<file path="config.mk">
export PLATFORM = sky130hd
export DESIGN_NAME = spinlock_bank
export DESIGN_NICKNAME = d
export VERILOG_FILES = /design/src/rtl/spl_pkg.sv /design/src/rtl/spl_decode.sv /design/src/rtl/spl_resolve.sv /design/src/rtl/spinlock_bank.sv
export SDC_FILE = /design/constraint.sdc
export NUM_CORES = 1
export LEC_CHECK = 0
export BUFFER_PORTS_ARGS = -buffer_cell sky130_fd_sc_hd__buf_2
export CAP_MARGIN = 20
export CORE_ASPECT_RATIO = 2
export CORE_MARGIN = 4
export CORE_UTILIZATION = 55
export CTS_CLUSTER_DIAMETER = 40
export DETAILED_ROUTE_END_ITERATION = 7
export GPL_TIMING_DRIVEN = 0
export MAX_ROUTING_LAYER = met4
export PLACE_DENSITY = 0.81
export SETUP_SLACK_MARGIN = 0.1
export SYNTH_ARGS = -nofsm -noshare
export SYNTH_HDL_FRONTEND = slang
export SYNTH_SLANG_ARGS = --single-unit
</file>
<file path="constraint.sdc">
create_clock -name clk -period 0.9 [get_ports clk]
set_input_delay 0.09 -clock clk [delete_from_list [all_inputs] [get_ports clk]]
set_output_delay 0.09 -clock clk [all_outputs]
set_load 0.03 [all_outputs]
</file>
<file path="src/rtl/spl_pkg.sv">
package spl_pkg;
    localparam int unsigned SPL_DEF_LOCKS = 32;
    localparam int unsigned SPL_PORTS     = 2;

    typedef enum logic {
        OP_CLAIM = 1'b0,
        OP_FREE  = 1'b1
    } spl_op_e;
endpackage

</file>
<file path="src/rtl/spl_decode.sv">
module spl_decode #(
    parameter int unsigned NUM_LOCKS = 32,
    parameter int unsigned IDX_W     = 5
) (
    input  logic                 en,
    input  logic [IDX_W-1:0]     idx,
    output logic [NUM_LOCKS-1:0] hit
);
    for (genvar i = 0; i < NUM_LOCKS; i++) begin : g_bit
        assign hit[i] = en && (idx == IDX_W'(i));
    end
endmodule

</file>
<file path="src/rtl/spl_resolve.sv">
module spl_resolve #(
    parameter int unsigned NUM_LOCKS = 32
) (
    input  logic [NUM_LOCKS-1:0] held,
    input  logic [NUM_LOCKS-1:0] free_mask,
    input  logic [NUM_LOCKS-1:0] want0,
    input  logic [NUM_LOCKS-1:0] want1,
    output logic [NUM_LOCKS-1:0] grant0,
    output logic [NUM_LOCKS-1:0] grant1,
    output logic [NUM_LOCKS-1:0] held_next
);
    logic [NUM_LOCKS-1:0] after_rel;

    always_comb begin
        after_rel = held & ~free_mask;
        grant0    = want0 & ~after_rel;
        grant1    = want1 & ~after_rel & ~grant0;
        held_next = after_rel | grant0 | grant1;
    end
endmodule

</file>
<file path="src/rtl/spinlock_bank.sv">
module spinlock_bank
    import spl_pkg::*;
#(
    parameter int unsigned NUM_LOCKS = SPL_DEF_LOCKS,
    localparam int unsigned IDX_W    = (NUM_LOCKS > 1) ? $clog2(NUM_LOCKS) : 1
) (
    input  logic                 clk,
    input  logic                 por_n,
    input  logic                 rst_n,
    input  logic                 p0_req,
    input  logic                 p0_we,
    input  logic [IDX_W-1:0]     p0_idx,
    input  logic                 p1_req,
    input  logic                 p1_we,
    input  logic [IDX_W-1:0]     p1_idx,
    output logic                 p0_rvalid,
    output logic [NUM_LOCKS-1:0] p0_rdata,
    output logic                 p1_rvalid,
    output logic [NUM_LOCKS-1:0] p1_rdata,
    output logic [NUM_LOCKS-1:0] lock_map
);
    typedef struct packed {
        logic [NUM_LOCKS-1:0] locks;
        logic                 rv0;
        logic [NUM_LOCKS-1:0] rd0;
        logic                 rv1;
        logic [NUM_LOCKS-1:0] rd1;
    } state_t;

    state_t state_d, state_q;

    logic [SPL_PORTS-1:0]                req_v;
    spl_op_e                             op_v  [SPL_PORTS];
    logic [IDX_W-1:0]                    idx_v [SPL_PORTS];
    logic [SPL_PORTS-1:0][NUM_LOCKS-1:0] claim_hit;
    logic [SPL_PORTS-1:0][NUM_LOCKS-1:0] free_hit;
    logic [NUM_LOCKS-1:0]                grant0, grant1, held_next;

    assign req_v    = {p1_req, p0_req};
    assign op_v[0]  = spl_op_e'(p0_we);
    assign op_v[1]  = spl_op_e'(p1_we);
    assign idx_v[0] = p0_idx;
    assign idx_v[1] = p1_idx;

    for (genvar p = 0; p < SPL_PORTS; p++) begin : g_port
        spl_decode #(.NUM_LOCKS(NUM_LOCKS), .IDX_W(IDX_W)) u_dec_claim (
            .en  (req_v[p] && (op_v[p] == OP_CLAIM)),
            .idx (idx_v[p]),
            .hit (claim_hit[p])
        );
        spl_decode #(.NUM_LOCKS(NUM_LOCKS), .IDX_W(IDX_W)) u_dec_free (
            .en  (req_v[p] && (op_v[p] == OP_FREE)),
            .idx (idx_v[p]),
            .hit (free_hit[p])
        );
    end

    spl_resolve #(.NUM_LOCKS(NUM_LOCKS)) u_resolve (
        .held      (state_q.locks),
        .free_mask (free_hit[0] | free_hit[1]),
        .want0     (claim_hit[0]),
        .want1     (claim_hit[1]),
        .grant0    (grant0),
        .grant1    (grant1),
        .held_next (held_next)
    );

    always_comb begin
        state_d     = state_q;
        state_d.rv0 = 1'b0;
        state_d.rd0 = '0;
        state_d.rv1 = 1'b0;
        state_d.rd1 = '0;
        if (rst_n) begin
            state_d.locks = held_next;
            state_d.rv0   = p0_req && (op_v[0] == OP_CLAIM);
            state_d.rd0   = grant0;
            state_d.rv1   = p1_req && (op_v[1] == OP_CLAIM);
            state_d.rd1   = grant1;
        end
    end

    always_ff @(posedge clk or negedge por_n) begin
        if (!por_n) begin
            state_q <= '0;
        end else begin
            state_q <= state_d;
        end
    end

    assign p0_rvalid = state_q.rv0;
    assign p0_rdata  = state_q.rd0;
    assign p1_rvalid = state_q.rv1;
    assign p1_rdata  = state_q.rd1;
    assign lock_map  = state_q.locks;
endmodule

</file>
==> results of run 1 <==
synthesized netlist by cell type (2+ instances only):
| cell | number | area (sq um) |
|---|---|---|
| nand4bb_1 | 12 | 135 |
| nor4b_2 | 2 | 30.0 |
| o221ai_1 | 25 | 219 |
| and4b_1 | 6 | 60.1 |
| nand4_1 | 2 | 12.5 |
| nor2_1 | 32 | 120 |
| or4_1 | 2 | 15.0 |
| and3b_1 | 5 | 43.8 |
| nor4b_4 | 2 | 47.6 |
| nand4b_1 | 8 | 70.1 |
| nand3b_1 | 3 | 22.5 |
| a311oi_1 | 32 | 280 |
| nor4bb_1 | 5 | 50.1 |
| and4bb_2 | 6 | 75.1 |
| o2111a_1 | 32 | 360 |
| o221ai_2 | 7 | 105 |
| nor4b_1 | 3 | 26.3 |
| nand3_1 | 2 | 10.0 |
| dfrtp_1 | 98 | 2450 |
| a31oi_1 | 32 | 200 |
| a2bb2oi_1 | 10 | 87.6 |
| clkbuf_1 | 40 | 150 |
| nand2_1 | 33 | 124 |
| or4b_1 | 7 | 70.1 |
| a22oi_1 | 22 | 165 |
| buf_2 | 25 | 125 |
metrics by stage:
stage | utilization | setup TNS, ns | setup slack [ns] | area, sq um
detailed placement | 0.743 | -51.98 | -0.713 | 6740
floorplan | - | -10.72 | -0.295 | 6010
global placement | 0.739 | -158.18 | -1.27 | 6710
cells by family after synthesis:
| logic type | count (synthesis) | synth area share |
|---|---|---|
| compound gates | 160 | 0.275 |
| simple gates | 141 | 0.195 |
| buf+inv | 66 | 0.0541 |
| flops | 98 | 0.476 |
==> flow_metrics.env, run 1 <==
export IMPL_synth_cell_type_count=38
export IMPL_yosysSeqAreaShare=0.476
export IMPL_dp_hpwl_mm=13.6
export IMPL_tool_error="[ERROR DPL-0038] Utilization greater than 100%, impossible to legalize"
export IMPL_io_pin_count=115
export IMPL_synth_cell_area_sq_um=5160
export IMPL_die_w_um=76.5
export IMPL_synth_area_per_cell_sq_um=11.1
export IMPL_status="aborted with a tool error"
export IMPL_die_h_um=145
export IMPL_gp_congestion=0.956
export IMPL_clock_sinks=98
export IMPL_stop_stage="4_1_cts"
export IMPL_port_buffers=114
export IMPL_dp_cells=682
export IMPL_row_count=49
export IMPL_ctsResizeCount=390
export IMPL_postCtsSetupBuffers=101
export IMPL_synthFlopType="dfrtp_1"
export IMPL_synth_edf_count=0
export IMPL_cts_root_buf="clkbuf_16"
export IMPL_numCtsBuffers=9
export IMPL_cts_path_max_buffers=2
export IMPL_ys_seq_elements=98
export IMPL_async_flop_share=1.00
export IMPL_syn_nets=482
export IMPL_netlist_instances=465
export IMPL_htree_num_levels=3
export IMPL_start_util=0.568
export IMPL_ys_warnings_count=0
==> run 2: changes to the inputs <==
Settings changed: CORE_ASPECT_RATIO 2 to default, CORE_UTILIZATION 55 to 40, CTS_CLUSTER_DIAMETER 40 to default, MAX_ROUTING_LAYER met4 to default, PLACE_DENSITY 0.81 to default, PLACE_DENSITY_LB_ADDON from default to 0.15, SETUP_SLACK_MARGIN 0.1 to default.
==> run 2 against run 1 <==
  * Synthesized area unchanged
  * The flow now finishes, with violations (hold timing, setup timing)
  * Synthesized cell count unchanged
==> flow_metrics.env, run 2 <==
export IMPL_status="finished with violations"
export IMPL_failed_checks="hold timing, setup timing"
export IMPL_hold_path_class="in2async"
export IMPL_fin_util=0.731
export IMPL_first_global_vias=5627
export IMPL_synth_cell_area_sq_um=5160
export IMPL_drc_errors=0
export IMPL_cp_start_kind="register"
export IMPL_comb_power_share=0.343
export IMPL_grt_overflow_total=0
export IMPL_synthFlopType="dfrtp_1"
export IMPL_synth_cell_type_count=38
export IMPL_tns_ns=-11.17
export IMPL_path_max_fanout=2
export IMPL_yosysSeqAreaShare=0.476
export IMPL_most_common_layout_cells="buf_6, dfrtp_1, buf_4"
export IMPL_drt_total_wl_mm=22.4
export IMPL_hold_ws_ns=-0.288
export IMPL_synth_edf_count=0
export IMPL_cp_num_buf_inv=1
export IMPL_cp_slowest_cell="dfrtp_1"
export IMPL_num_vias=5600
export IMPL_drive_gt1_frac=0.597
export IMPL_yosysTopAreaCellShare=0.476
export IMPL_area_growth_pct=78.9
export IMPL_cap_violations=0
export IMPL_critPathRequiredTime_ns=0.81
export IMPL_dr_pass1_iters=7
export IMPL_ys_seq_elements=98
export IMPL_period_needed_ns=1.05
export IMPL_vias_per_cell=6.63
export IMPL_hold_viol=38
export IMPL_ir_drop_mv=0.823
export IMPL_antenna_cells=0
export IMPL_ant_nets=0
export IMPL_wl_per_cell_um=26.5
export IMPL_r2r_cells=2
export IMPL_track_usage=0.293
export IMPL_htree_num_levels=3
export IMPL_grt_max_degree=61
export IMPL_regToRegSetupSlack_ns=-0.06
export IMPL_grt_pass1_wl_mm=32.6
export IMPL_pwr_share_clk=0.279
export IMPL_gp_congestion=0.929
export IMPL_yosysTopAreaCell="dfrtp_1"
export IMPL_cts_tree="built"
export IMPL_endpoint_kind="output port"
export IMPL_crit_arrival_ns=0.96
export IMPL_async_flop_share=1.00
export IMPL_syn_nets=482
export IMPL_worstReg2RegEnd="p0_rdata[3]$_DFF_PN0_"
export IMPL_power_density_nw_per_um2=1430
export IMPL_synth_area_per_cell_sq_um=11.1
export IMPL_p_leak_nw=3.59
export IMPL_synthTopCellsByArea="dfrtp_1, o2111a_1, a311oi_1"
export IMPL_internal_power_mw=8.80
export IMPL_p_sw_frac=0.333
export IMPL_max_freq_mhz=956
export IMPL_netlist_instances=465
export IMPL_yosysMostFrequentCell="dfrtp_1"
export IMPL_die_h_um=122
export IMPL_fin_ws_ns=-0.146
export IMPL_synth_commonest_cells="dfrtp_1, clkbuf_1, nand2_1"
export IMPL_antenna_found_initial=0
export IMPL_slew_headroom=0.636
export IMPL_timing_final_crit_share=1.16
export IMPL_final_nets=685
export IMPL_clk_latency_ns=0.36
export IMPL_ys_warnings_count=0
export IMPL_port_buffers=114
export IMPL_numCtsBuffers=9
export IMPL_dp_hpwl_mm=13.0
export IMPL_drt_iter0_markers=507
export IMPL_setup_viol=157
export IMPL_fin_cells=845
export IMPL_startpoint="lock_map[30]$_DFFE_PN0P_"
export IMPL_cts_root_buf="clkbuf_16"
export IMPL_clock_sinks=98
export IMPL_path_class="reg2out"
export IMPL_cp_slowest_stage_delay_ns=0.43
export IMPL_crit_chain="buf_6"
export IMPL_crit_end="lock_map[30]"
export IMPL_pre_cts_slack_ns=-0.664
export IMPL_slew_viol_final=0
export IMPL_cts_path_max_buffers=2
export IMPL_clk_pin_slew_worst_paths_ns=0.07
export IMPL_rsz0062_at_grt="yes"
export IMPL_final_common_cell="buf_6"
export IMPL_row_count=41
export IMPL_skew_ns=0.00250
export IMPL_tightestPinTransition_ns=0.545
export IMPL_dp_cells=752
export IMPL_crit_family="flip-flops"
export IMPL_io_pin_count=115
export IMPL_r2r_start="lock_map[3]$_DFFE_PN0P_"
export IMPL_path_depth=1
export IMPL_p_sw_mw=4.40
export IMPL_die_w_um=122
export IMPL_die_area_sq_um=14800
export IMPL_start_util=0.409
export IMPL_coreArea_sq_um=12600
export IMPL_seqPwrFrac=0.378
run 2: worst register-to-register path: cells and delay by family, from the launching register on:
kind | cells | cell delay, ns
AO/OA/AOI/OAI | 1 | 0.30
flip-flops | 1 | 0.42
buffers and inverters | 1 | 0.13
run 2: cell type report:
type | count | area [sq um]
Tap cell | 172 | 215
Buffer | 59 | 751
Timing Repair Buffer | 199 | 2120
Fill cell | 833 | 3390
Clock inverter | 5 | 31.3
Multi-Input combinational cell | 301 | 3400
Sequential cell | 98 | 2460
Clock buffer | 11 | 243
run 2: how the worst min path moves through the flow:
stage                     start                      end  depth (start not counted)
after detailed placement  por_n      p1_rvalid$_DFF_PN0_                          1
after global placement    rst_n      p1_rvalid$_DFF_PN0_                          2
after CTS                 por_n      p1_rvalid$_DFF_PN0_                          1
final                     por_n      p1_rvalid$_DFF_PN0_                          1
after floorplan           por_n  lock_map[0]$_DFFE_PN0P_                          0
after global routing      por_n      p1_rvalid$_DFF_PN0_                          1
run 2: repair_timing:
| action | in CTS | in global routing |
|---|---|---|
| cloned | 0 | 3 |
| endpoints found under the hold margin | 38 | 38 |
| setup buffers | 62 | 19 |
| endpoints found under the setup margin | 191 | 192 |
| gates resized for setup | 306 | 113 |
| pin swaps | 61 | 77 |
run 2: power groups by stage:
| stage | sequential, mW | clock [mW] | combinational [mW] |
|---|---|---|---|
| 2_1_floorplan | 5.64 | 0 | 1.26 |
| 3_3_place_gp | 5.12 | 0 | 2.64 |
| 3_5_place_dp | 5.14 | 0 | 2.71 |
| 4_1_cts | 4.95 | 3.70 | 3.94 |
| 5_1_grt | 5.01 | 3.83 | 4.73 |
| 6_report | 4.99 | 3.68 | 4.54 |
run 2: per-stage QoR:
| step | area [sq um] | total power [mW] | hold WS (ns) |
|---|---|---|---|
| detailed placement | 6730 | 7.84 | 0.110 |
| finish | 9230 | 13.2 | -0.288 |
| CTS | 8480 | 12.6 | -0.272 |
| global route | 9230 | 13.6 | -0.239 |
| floorplan | 5920 | 6.90 | -0.206 |
| global placement | 6700 | 7.75 | 0.415 |
run 2: cells by family after synthesis:
logic type             count (synthesis)  synth area share
and+or+nand+nor                      141             0.195
AOI/OAI and AO/OA                    160             0.275
buffers and inverters                 66            0.0541
DFF                                   98             0.476
run 2: routing by layer:
metal | wire length, um | track usage | up-vias | share of wire
li1 | - | - | 2334 | -
met1 | 8880 | 0.391 | 2792 | 0.40
met2 | 10500 | 0.450 | 398 | 0.47
met3 | 2120 | 0.0692 | 76 | 0.095
met4 | 909 | 0.141 | 0 | 0.041
met5 | 0 | 0 | - | 0
No activity file was read; power rests on OpenSTA's default activity.
==> run 3: changes to the inputs <==
Settings changed: CORE_ASPECT_RATIO from default to 1.25, SLEW_MARGIN from default to 20.
==> run 3 against run 2 <==
  * The run still ends with hold timing, setup timing left
  * Non-clock buffer count up 11
  * Total power up 5.6%
  * Clock skew up 0.0026 ns
  * Critical path depth up 4
  * Flip-flop and latch count unchanged
  * Critical endpoint is now p1_rdata[24]$_DFF_PN0_
  * Sequential share of layout area down 0.45 points
  * Clock-buffer cell count up 2
  * Critical path type is now in2reg
==> flow_metrics.env, run 3 (synthesized netlist as in run 2, its figures left out) <==
export IMPL_antenna_found_initial=0
export IMPL_cts_root_buf="clkbuf_16"
export IMPL_numCtsBuffers=9
export IMPL_drt_iter0_markers=498
export IMPL_setup_viol=145
export IMPL_most_common_layout_cells="buf_6, dfrtp_1, buf_4"
export IMPL_regToRegSetupSlack_ns=-0.04
export IMPL_die_h_um=135
export IMPL_startpoint="p1_idx[0]"
export IMPL_cts_path_max_buffers=2
export IMPL_path_max_fanout=6
export IMPL_dp_hpwl_mm=13.6
export IMPL_p_leak_nw=3.70
export IMPL_grt_pass1_wl_mm=32.5
export IMPL_fin_cells=852
export IMPL_ant_nets=0
export IMPL_final_nets=696
export IMPL_drive_gt1_frac=0.595
export IMPL_r2r_start="lock_map[0]$_DFFE_PN0P_"
export IMPL_power_density_nw_per_um2=1490
export IMPL_slew_headroom=0.713
export IMPL_antenna_cells=0
export IMPL_timing_final_crit_share=1.16
export IMPL_coreArea_sq_um=12700
export IMPL_cts_tree="built"
export IMPL_first_global_vias=5576
export IMPL_io_pin_count=115
export IMPL_status="finished with violations"
export IMPL_num_vias=5577
export IMPL_drc_errors=0
export IMPL_crit_arrival_ns=1.32
export IMPL_grt_overflow_total=0
export IMPL_vias_per_cell=6.55
export IMPL_failed_checks="hold timing, setup timing"
export IMPL_hold_viol=43
export IMPL_slew_viol_final=0
export IMPL_fin_ws_ns=-0.145
export IMPL_rsz0062_at_grt="yes"
export IMPL_row_count=46
export IMPL_final_common_cell="buf_6"
export IMPL_die_area_sq_um=14800
export IMPL_cap_violations=0
export IMPL_area_growth_pct=81.9
export IMPL_clk_pin_slew_worst_paths_ns=0.06
export IMPL_period_needed_ns=1.05
export IMPL_ir_drop_mv=0.849
export IMPL_gp_congestion=0.902
export IMPL_hold_path_class="in2async"
export IMPL_crit_end="p1_rdata[24]$_DFF_PN0_"
export IMPL_port_buffers=114
export IMPL_htree_num_levels=3
export IMPL_track_usage=0.294
export IMPL_design_area_sq_um=9380
export IMPL_dr_pass1_iters=7
export IMPL_clk_latency_ns=0.35
export IMPL_fin_util=0.741
export IMPL_hold_ws_ns=-0.335
export IMPL_start_util=0.407
export IMPL_endpoint_kind="register"
export IMPL_drt_total_wl_mm=23.1
export IMPL_skew_ns=0.00505
export IMPL_r2r_cells=2
export IMPL_critPathRequiredTime_ns=1.17
export IMPL_tightestPinTransition_ns=0.431
export IMPL_tns_ns=-9.08
export IMPL_die_w_um=110
export IMPL_clock_sinks=98
export IMPL_wl_per_cell_um=27.1
export IMPL_pre_cts_slack_ns=-0.729
export IMPL_grt_max_degree=56
export IMPL_max_freq_mhz=957
export IMPL_worstReg2RegEnd="p0_rdata[0]$_DFF_PN0_"
export IMPL_dp_cells=748
export IMPL_path_class="in2reg"
export IMPL_dpl_instance_area_sq_um=6730
export IMPL_cp_start_kind="primary input"
==> run 3: changes by cell type in the layout (fill, tap and decap cells not counted), sizes merged <==
cell	delta
buf	+8
bufinv	+3
clkbuf	+5
clkinv	-4
clkinvlp	-1
==> run 3: repair_timing <==
item / 4_1_cts / 5_1_grt
buffers inserted: 60 / 24
hold endpoints to repair: 43 / 43
cloned: 3 / 7
resized for setup: 294 / 114
setup endpoints to repair: 192 / 192
pin swaps: 45 / 56
==> run 3: critical path, cell delays in order <==
cell and delay [ns]:
buf_12 0.11, buf_8 0.13, or4b_4 0.56, o221ai_2 0.20, o2111a_1 0.22
==> run 3: how the worst min path moves through the flow <==
stage               start                      end  slack, ns  cells after the start
detailed placement  por_n    p1_rdata[7]$_DFF_PN0_       0.04                      1
CTS                 por_n    p1_rdata[7]$_DFF_PN0_      -0.32                      1
global placement    rst_n      p1_rvalid$_DFF_PN0_       0.41                      2
floorplan           por_n  lock_map[0]$_DFFE_PN0P_      -0.21                      0
finish              por_n   p0_rdata[30]$_DFF_PN0_      -0.34                      1
global route        por_n   p0_rdata[14]$_DFF_PN0_      -0.31                      1
==> run 3: per-layer routing <==
layer	global-route usage	share of wire	vias up
met5	0	0	-
met4	0.157	0.044	0
met3	0.0583	0.083	83
met2	0.483	0.51	375
met1	0.362	0.37	2781
li1	-	-	2338
==> run 3: cell type report <==
class,count,area [sq um]
clock inverter,3,90.1
tap,168,210
fill,795,3280
sequential,98,2460
buffer,60,792
multi-input combinational,301,3280
timing repair buffer,209,2290
clock buffer,13,250
==> run 3: report_power, final <==
part | leakage, nW | switching (mW) | internal, mW | total (mW)
Clock | 0.164 | 1.63 | 2.80 | 4.43
Sequential | 1.23 | 0.277 | 4.70 | 4.98
Combinational | 2.30 | 2.36 | 2.18 | 4.54
==> run 3: per-stage QoR <==
step	total power, mW	hold WS (ns)
6_report	13.9	-0.335
5_1_grt	14.4	-0.309
4_1_cts	13.4	-0.315
3_5_place_dp	7.86	0.0434
3_3_place_gp	7.78	0.407
2_1_floorplan	6.90	-0.206
